File: config.mk
export PLATFORM = sky130hd
export DESIGN_NAME = scl_waveform_gen
export DESIGN_NICKNAME = d
export VERILOG_FILES = /design/src/rtl/scl_gen_pkg.sv /design/src/rtl/scl_div_regs.sv /design/src/rtl/scl_phase_engine.sv /design/src/rtl/scl_waveform_gen.sv
export SDC_FILE = /design/constraint.sdc
export NUM_CORES = 1
export LEC_CHECK = 0
export BUFFER_PORTS_ARGS = -buffer_cell sky130_fd_sc_hd__clkbuf_2
export CAP_MARGIN = 10
export CORE_UTILIZATION = 59
export CTS_CLUSTER_SIZE = 10
export DETAILED_ROUTE_END_ITERATION = 6
export PLACE_DENSITY = 0.86
export REMOVE_ABC_BUFFERS = 1
export SLEW_MARGIN = 20
export SYNTH_ARGS = -nofsm -noshare
export SYNTH_HDL_FRONTEND = slang
export SYNTH_SLANG_ARGS = --single-unit
File: constraint.sdc
create_clock -name clk -period 4.2 [get_ports clk]
set_input_delay 0.21 -clock clk [delete_from_list [all_inputs] [get_ports clk]]
set_output_delay 0.21 -clock clk [all_outputs]
set_load 0.005 [all_outputs]
File: src/rtl/scl_gen_pkg.sv
// Shared definitions for the serial-clock waveform generator.
package scl_gen_pkg;
    // Phase of the generated serial clock
    typedef enum logic [1:0] {
        PH_IDLE = 2'd0,
        PH_LOW  = 2'd1,
        PH_HIGH = 2'd2
    } scl_phase_e;

    // Register addresses; software decodes these
    localparam logic ADDR_LOW  = 1'b0;
    localparam logic ADDR_HIGH = 1'b1;
endpackage

File: src/rtl/scl_div_regs.sv
// Divisor register pair.
// What it does: holds the low-time and high-time divisors and returns the
// addressed one zero-extended to the register width.
// Assumes: lock is high whenever the controller runs, and writes are ignored
// while it is high.
module scl_div_regs #(
    parameter int DIV_W = 16,
    parameter int REG_W = 32
) (
    input  logic             clk,
    input  logic             rst_n,
    input  logic             lock,
    input  logic             wr_en,
    input  logic             sel,
    input  logic [REG_W-1:0] wr_data,
    output logic [REG_W-1:0] rd_data,
    output logic [DIV_W-1:0] low_div,
    output logic [DIV_W-1:0] high_div
);
    import scl_gen_pkg::*;

    localparam int REG_N = 2;
    localparam int PAD_W = REG_W - DIV_W;

    logic [DIV_W-1:0] div_q [REG_N];
    logic             unused_upper;

    assign unused_upper = ^wr_data[REG_W-1:DIV_W];

    genvar gi;
    generate
        for (gi = 0; gi < REG_N; gi++) begin : g_div
            // Load one divisor from the low data bits while unlocked
            always_ff @(posedge clk) begin
                if (!rst_n)
                    div_q[gi] <= '0;
                else if (wr_en && !lock && (int'(sel) == gi))
                    div_q[gi] <= wr_data[DIV_W-1:0];
            end
        end
    endgenerate

    assign low_div  = div_q[int'(ADDR_LOW)];
    assign high_div = div_q[int'(ADDR_HIGH)];
    assign rd_data  = {{PAD_W{1'b0}}, div_q[sel]};

    // divisors hold while locked
    a_r5_locked_hold: assert property (@(posedge clk) disable iff (!rst_n)
        lock |=> ($stable(low_div) && $stable(high_div)));

    // upper write bits never reach the stored divisor
    a_r4_upper_ignored: assert property (@(posedge clk) disable iff (!rst_n)
        (wr_en && !lock && !sel) |=> (low_div == $past(wr_data[DIV_W-1:0])));
endmodule

File: src/rtl/scl_phase_engine.sv
// Serial-clock phase engine.
// What it does: counts tick strobes through alternating low and high phases,
// each lasting divisor + D_OFF ticks. It also pulses at each clock edge.
// Assumes: D_OFF >= 1 and D_OFF <= 2**DIV_W, and the divisors stay stable
// while active.
module scl_phase_engine #(
    parameter int DIV_W = 16,
    parameter int D_OFF = 5
) (
    input  logic             clk,
    input  logic             rst_n,
    input  logic             active,
    input  logic             tick,
    input  logic [DIV_W-1:0] low_div,
    input  logic [DIV_W-1:0] high_div,
    output logic             scl,
    output logic             scl_rise,
    output logic             scl_fall
);
    import scl_gen_pkg::*;

    localparam int          CNT_W = DIV_W + 1;
    localparam logic [CNT_W-1:0] OFF_M1 = CNT_W'(D_OFF - 1);

    scl_phase_e       phase;
    logic [CNT_W-1:0] cnt;
    logic [CNT_W-1:0] low_load;
    logic [CNT_W-1:0] high_load;

    // Phase reload values, taken when a phase starts
    always_comb begin
        low_load  = {1'b0, low_div}  + OFF_M1;
        high_load = {1'b0, high_div} + OFF_M1;
    end

    // Phase sequencing, tick counting and edge pulses
    always_ff @(posedge clk) begin
        if (!rst_n || !active) begin
            phase    <= PH_IDLE;
            cnt      <= '0;
            scl      <= 1'b1;
            scl_rise <= 1'b0;
            scl_fall <= 1'b0;
        end else begin
            scl_rise <= 1'b0;
            scl_fall <= 1'b0;
            if (tick) begin
                case (phase)
                    PH_IDLE: begin
                        phase    <= PH_LOW;
                        scl      <= 1'b0;
                        scl_fall <= 1'b1;
                        cnt      <= low_load;
                    end
                    PH_LOW: begin
                        if (cnt == '0) begin
                            phase    <= PH_HIGH;
                            scl      <= 1'b1;
                            scl_rise <= 1'b1;
                            cnt      <= high_load;
                        end else begin
                            cnt <= cnt - 1'b1;
                        end
                    end
                    PH_HIGH: begin
                        if (cnt == '0) begin
                            phase    <= PH_LOW;
                            scl      <= 1'b0;
                            scl_fall <= 1'b1;
                            cnt      <= low_load;
                        end else begin
                            cnt <= cnt - 1'b1;
                        end
                    end
                    default: phase <= PH_IDLE;
                endcase
            end
        end
    end

    // inactive means released high with no pulses
    a_r6_release_high: assert property (@(posedge clk) disable iff (!rst_n)
        !active |=> (scl && !scl_rise && !scl_fall));

    // scl moves only on a tick
    a_r1_move_on_tick: assert property (@(posedge clk) disable iff (!rst_n)
        (active && !tick) |=> $stable(scl));

    // at most one edge pulse at a time
    a_r9_one_pulse: assert property (@(posedge clk) disable iff (!rst_n)
        $onehot0({scl_rise, scl_fall}));

    // falling pulse marks the first low cycle
    a_r9_fall_edge: assert property (@(posedge clk) disable iff (!rst_n)
        scl_fall |-> (!scl && $past(scl)));

    // rising pulse marks the first high cycle
    a_r9_rise_edge: assert property (@(posedge clk) disable iff (!rst_n)
        scl_rise |-> (scl && !$past(scl)));

    // the counter stays within the low phase reload
    a_r7_cnt_bound: assert property (@(posedge clk) disable iff (!rst_n)
        (phase == PH_LOW) |-> (cnt <= low_load));
endmodule

File: src/rtl/scl_waveform_gen.sv
// Top of the serial-clock waveform generator.
// What it does: joins the divisor registers to the phase engine, and runs the
// engine only while the controller is out of reset and is bus master.
// Assumes: tick is already prescaled and one clock wide.
module scl_waveform_gen #(
    parameter int DIV_W = 16,
    parameter int D_OFF = 5,
    parameter int REG_W = 32
) (
    input  logic             clk,
    input  logic             rst_n,
    input  logic             tick,
    input  logic             run_en,
    input  logic             master_en,
    input  logic             reg_wr,
    input  logic             reg_addr,
    input  logic [REG_W-1:0] reg_wdata,
    output logic [REG_W-1:0] reg_rdata,
    output logic             scl,
    output logic             scl_rise,
    output logic             scl_fall
);
    logic [DIV_W-1:0] low_div;
    logic [DIV_W-1:0] high_div;
    logic             active;

    assign active = run_en && master_en;

    scl_div_regs #(.DIV_W(DIV_W), .REG_W(REG_W)) u_regs (
        .clk      (clk),
        .rst_n    (rst_n),
        .lock     (run_en),
        .wr_en    (reg_wr),
        .sel      (reg_addr),
        .wr_data  (reg_wdata),
        .rd_data  (reg_rdata),
        .low_div  (low_div),
        .high_div (high_div)
    );

    scl_phase_engine #(.DIV_W(DIV_W), .D_OFF(D_OFF)) u_engine (
        .clk      (clk),
        .rst_n    (rst_n),
        .active   (active),
        .tick     (tick),
        .low_div  (low_div),
        .high_div (high_div),
        .scl      (scl),
        .scl_rise (scl_rise),
        .scl_fall (scl_fall)
    );

    // upper read bits are zero at the ports
    a_r4_upper_zero: assert property (@(posedge clk) disable iff (!rst_n)
        reg_wr |=> (reg_rdata[REG_W-1:DIV_W] == '0));
endmodule

After elaboration in Yosys (flattened, before gate mapping):

Memories as Yosys holds them, arrays and structs flattened.
Cells that the tools add are included.

* bitwise logic cells: 5
* add/subtract/negate cells: 3
* equal/unequal tests: 4
* reduce and logical (&&, ||, !) cells: 16
* mux-type cells: 20

Operators with widths (count)
* one-hot mux 17 bit (3 select lines): 1
* adder 16 x 3 -> 17 bit, second input constant: 2
* two-way mux 17 bit: 2
* two-way mux 16 bit: 2
* logical NOT 17 bit: 1
* subtractor 17 x 1 -> 17 bit, second input constant: 1
* two-way mux 1 bit: 10
* one-hot mux 2 bit (3 select lines): 1
* logical AND 1 bit: 4
* two-way mux 2 bit: 2
* != test 2 x 1 -> 1 bit, second input constant: 2
* AND reduction 4 bit: 1
* logical NOT 1 bit: 3
* NOT 1 bit: 3
* one-hot mux 1 bit (3 select lines): 1
* AND reduction 3 bit: 1
* nonzero test 3 bit: 1
* OR reduction 3 bit: 1
* == test 2 x 1 -> 1 bit, second input constant: 1
* == test 2 bit, second input constant: 1
* logical NOT 2 bit: 1
* OR 1 bit: 2
* one-hot mux 1 bit (2 select lines): 1
* AND reduction 2 bit: 1
* 2 further kinds: 2

* memories: 1
* RAM bits: 32
* logic and storage cells: 54
* output and inout bits: 35
* bits in registers: 22

Memories
* u_regs.div_q: words 2, width 16, rd ports 3, clocked after Yosys merged registers in 0, wr ports 2, line scl_div_regs.sv:25 `logic [DIV_W-1:0] div_q [REG_N];`

Logic depth before layout (Yosys ltp):

* depth in word-level cells: 7
* gate-level depth with buffers: 10
* mapped depth without buffers: 8

Hierarchy:

Synthesis repeated with hierarchy kept, for this count alone.

* cells, all modules: 380
* area, all modules: 3517.1 sq um

Modules (own cells, without submodules)
* scl_phase_engine: area an instance 1943.1 sq um, cells an instance 268, times used 1
* scl_div_regs: area an instance 1567.8 sq um, cells an instance 111, times used 1
* scl_waveform_gen: area an instance 6.3 sq um, cells an instance 1, times used 1

Worst setup path after synthesis:

No wires, ideal clock.

* kind: input -> register
* start: input reg_wr
* end: memory u_regs.div_q[0][0], enable pin
* path slack: 2.153 ns
* arrival: 1.636 ns
* stages on the path: 3
* buffers on the path: 0
* cell sequence: nor2b_1 inv_1 o21ai_0

RTL lines
* start: declaration: line scl_waveform_gen.sv:15 `input logic reg_wr,`
* end: declaration: line scl_div_regs.sv:25

Worst setup path after layout:

* start: register u_engine.cnt[0]
* end: register u_engine.cnt[10]

* cells in the longest elaborated chain, start to end: 3
* elaborated cells on any way between the ends: 5

Ends and longest elaborated chain
* start: declaration: line scl_phase_engine.sv:26 `logic [CNT_W-1:0] cnt;`
* start signal: assignment: line scl_phase_engine.sv:53 `cnt <= low_load;`
* start signal: assignment: line scl_phase_engine.sv:60 `cnt <= high_load;`
* start signal: assignment: line scl_phase_engine.sv:62 `cnt <= cnt - 1'b1;`
* subtractor 17 x 1 -> 17 bit or logical NOT 17 bit (tied branches)
* two-way mux 17 bit (on tied branches): line scl_phase_engine.sv:66, scl_phase_engine.sv:56
* one-hot mux 17 bit (3 select lines) (*): line scl_phase_engine.sv:48 `case (phase)`

Every way passes the cells marked *; elsewhere a longest branch is shown, timed or not.
A chain may end at the register's enable or synchronous reset.

==> flow_metrics.tcl <==
set metrics [dict create \
    setup_tns_ns 0 \
    worst_ep_arrival_time_ns 2.45 \
    ys_seq_area_share_pct 40.8 \
    area_delta_synth_final_pct 7.90 \
    worst_slew_pin_slew_ns 0.911 \
    critPathCapture "u_engine.cnt[10]" \
    drt_iter0_markers 369 \
    start_kind "flop" \
    hpwlAfterDp_mm 5.58 \
    synth_cells 374 \
    setup_viol 0 \
    rows 27 \
    r2r_start "u_engine.cnt[0]" \
    rrSetupSlack_ns 1.96 \
    synth_edf_count 32 \
    post_cts_buffers 0 \
    rsz0062_at_grt "no" \
    initial_core_util_pct 61.7 \
    ir_worst_vdd_mv 0.253 \
    path_clk_slew_ns 0.10 \
    cts_tree "built" \
    cts_made_buffers 5 \
    hold_viol 0 \
    htreeDepth 2 \
    cts.sinks 54 \
    cp_slowest_cell "dfxtp_1" \
    muxShareOfSynthArea_pct 4.59 \
    leakage_nw 1.43 \
    worstSetupPathType "flop to flop" \
    synth-seq-cells 54 \
    yosysWarnings 0 \
    via_per_inst 6.00 \
    drt_pass1_iterations 5 \
    die-width_um 78.3 \
    hold_path_class "primary input to flop" \
    ant_nets 0 \
    n_antenna_cell 0 \
    critical_path_buf_inv_count 1 \
    netlist-cell-type-count 48 \
    synth_ff_type "edfxtp_1" \
    required_ns 4.41 \
    multi_input_comb_area_mm2 0.00186 \
    drc_errors 0 \
    async_flop_share_pct 0 \
    end_kind "flop" \
    nets 456 \
    dieArea_mm2 0.00613 \
    cp.depth 8 \
    cts_hold_buf 0 \
    grt_max_degree 23 \
    grt_use_total_pct 26.1 \
    power.total_mw 1.11 \
    core_mm2 0.00557 \
    globalplace.congestion 0.914 \
    clockBufferDepth 2 \
    syn_area_per_cell_um2 9.19 \
    cp_slowest_stage_delay_ns 0.42 \
    slew_viol_final 0 \
    cts-root-buf "clkbuf_8" \
    clock_latency_ns 0.31 \
    critPathMaxFanout 9 \
    dr_total_vias 2891 \
    skew_ns 0.00572 \
    die_h_um 78.3 \
    synthAdderAreaFrac_pct 2.91 \
    synth-simple-area-share_pct 24.4 \
    synth_top_family_by_area "simple AND/OR/NAND/NOR gates" \
    path_cells "inv_1 > ha_1 > nor4b_1 > and4_1 > a21oi_2 > o22ai_1 > a21o_1 > a32o_1" \
    crit_start "u_engine.cnt[0]" \
    synth_compound_area_share_pct 11.9 \
    synthXorXnorAreaFrac_pct 8.66 \
    grt_pass1_vias 2610 \
    drive_gt1_share_pct 17.6 \
    final_cell_mix "clkbuf_2, and2_1, edfxtp_1" \
    pin_count 74 \
    period_minus_slack_ns 2.24 \
    post_cts_resized 0 \
    wl_mm 7.58 \
    final_common_cell "clkbuf_2" \
    grt_pass1_wl_mm 12.5 \
    max_slew_margin_pct 38.7 \
    drv_cap 0 \
    antenna_found_initial 0 \
    max_freq_mhz 447 \
    netlist_area_mm2 0.00344 \
    crit_family "compound AO/OA/AOI/OAI gates" \
    worst_r2r_path_depth 8 \
    fin_crit_sh_pct 53.3 \
    seq_area_mm2 0.00140 \
    r2r_end "u_engine.cnt[10]" \
    nFillCells 432 \
    io_buffers 41 \
    powerDensity_mw_per_mm2 300 \
    overflow 0 \
    wl_per_cell_um 15.7 \
    status "complete, no violations" \
]
[stage by stage]
step	hold WS (ns)	worst slack [ns]	util (%)	cells	instance area, um2
floorplan	0.347	1.73	-	358	3300
global placement	0.464	2.05	64.9	474	3620
detailed placement	0.486	2.02	64.9	474	3620
CTS	0.180	1.99	66.5	482	3710
global route	0.175	1.82	66.5	482	3710
finish	0.175	1.96	66.5	482	3710
[report_power, final]
part	switching [mW]	internal (mW)
Clock	0.180	0.118
Sequential	0.0330	0.590
Combinational	0.108	0.0853
[worst min path at each step]
| stage | start | depth (start not counted) | end | slack, ns |
|---|---|---|---|---|
| floorplan | tick | 2 | u_engine.scl_rise | 0.35 |
| global route | reg_wdata[2] | 2 | u_regs.div_q[0][2] | 0.18 |
| detailed placement | u_engine.scl | 2 | u_engine.scl | 0.49 |
| finish | tick | 3 | u_engine.scl_rise | 0.18 |
| global placement | u_engine.scl | 2 | u_engine.scl | 0.46 |
| CTS | tick | 3 | u_engine.scl_rise | 0.18 |
[cells by family after synthesis]
group,Yosys count
AND/OR/NAND/NOR,156
multiplexers,14
flip-flops,54
adder cells (fa/ha/maj),8
buffers and inverters,41
other,1
XOR/XNOR,34
AO/OA/AOI/OAI,66
[Yosys cell counts (9+ instances only)]
cell type	n	area [um2]
nand3_1	17	85.1
a21oi_1	14	70.1
nand2_1	27	101
o21ai_0	20	100
xnor2_1	24	210
nor2_1	25	93.8
xor2_1	10	87.6
buf_4	17	128
edfxtp_1	32	961
nor3_1	21	105
dfxtp_1	22	440
o22ai_1	11	68.8
inv_1	10	37.5
clkbuf_1	9	33.8
nand4_1	10	62.6
and2_1	32	200
mux2_2	14	158
[worst register-to-register path, cell delays in order (launching register included)]
cell     delay, ns
dfxtp_1       0.42
inv_1         0.08
ha_1          0.20
nor4b_1       0.16
and4_1        0.31
a21oi_2       0.40
o22ai_1       0.17
a21o_1        0.20
a32o_1        0.21
[metal layers]
| metal | wire length, um | share of wire (%) | GRT usage (%) |
|---|---|---|---|
| met5 | 0 | 0 | 0 |
| met4 | 180 | 2.4 | 7.22 |
| met2 | 3630 | 48 | 43.7 |
| met3 | 441 | 5.8 | 5.58 |
| met1 | 3320 | 44 | 34.2 |
[flip-flops by register name, summed over array words and instances (netlist names)]
name,flops
u_engine.cnt,17
u_engine.phase,2
u_engine.scl,1
u_engine.scl_fall,1
u_engine.scl_rise,1
u_regs.div_q,32
[final cells by class]
type	instances	area share, %
multi-input cells	294	50.2
clock buffers	5	1.86
inverters	10	1.01
clock inverters	3	0.540
repair buffers	44	6.14
well taps	72	2.43
flip-flops and latches	54	37.8
Power figures use the tool's default switching activity.
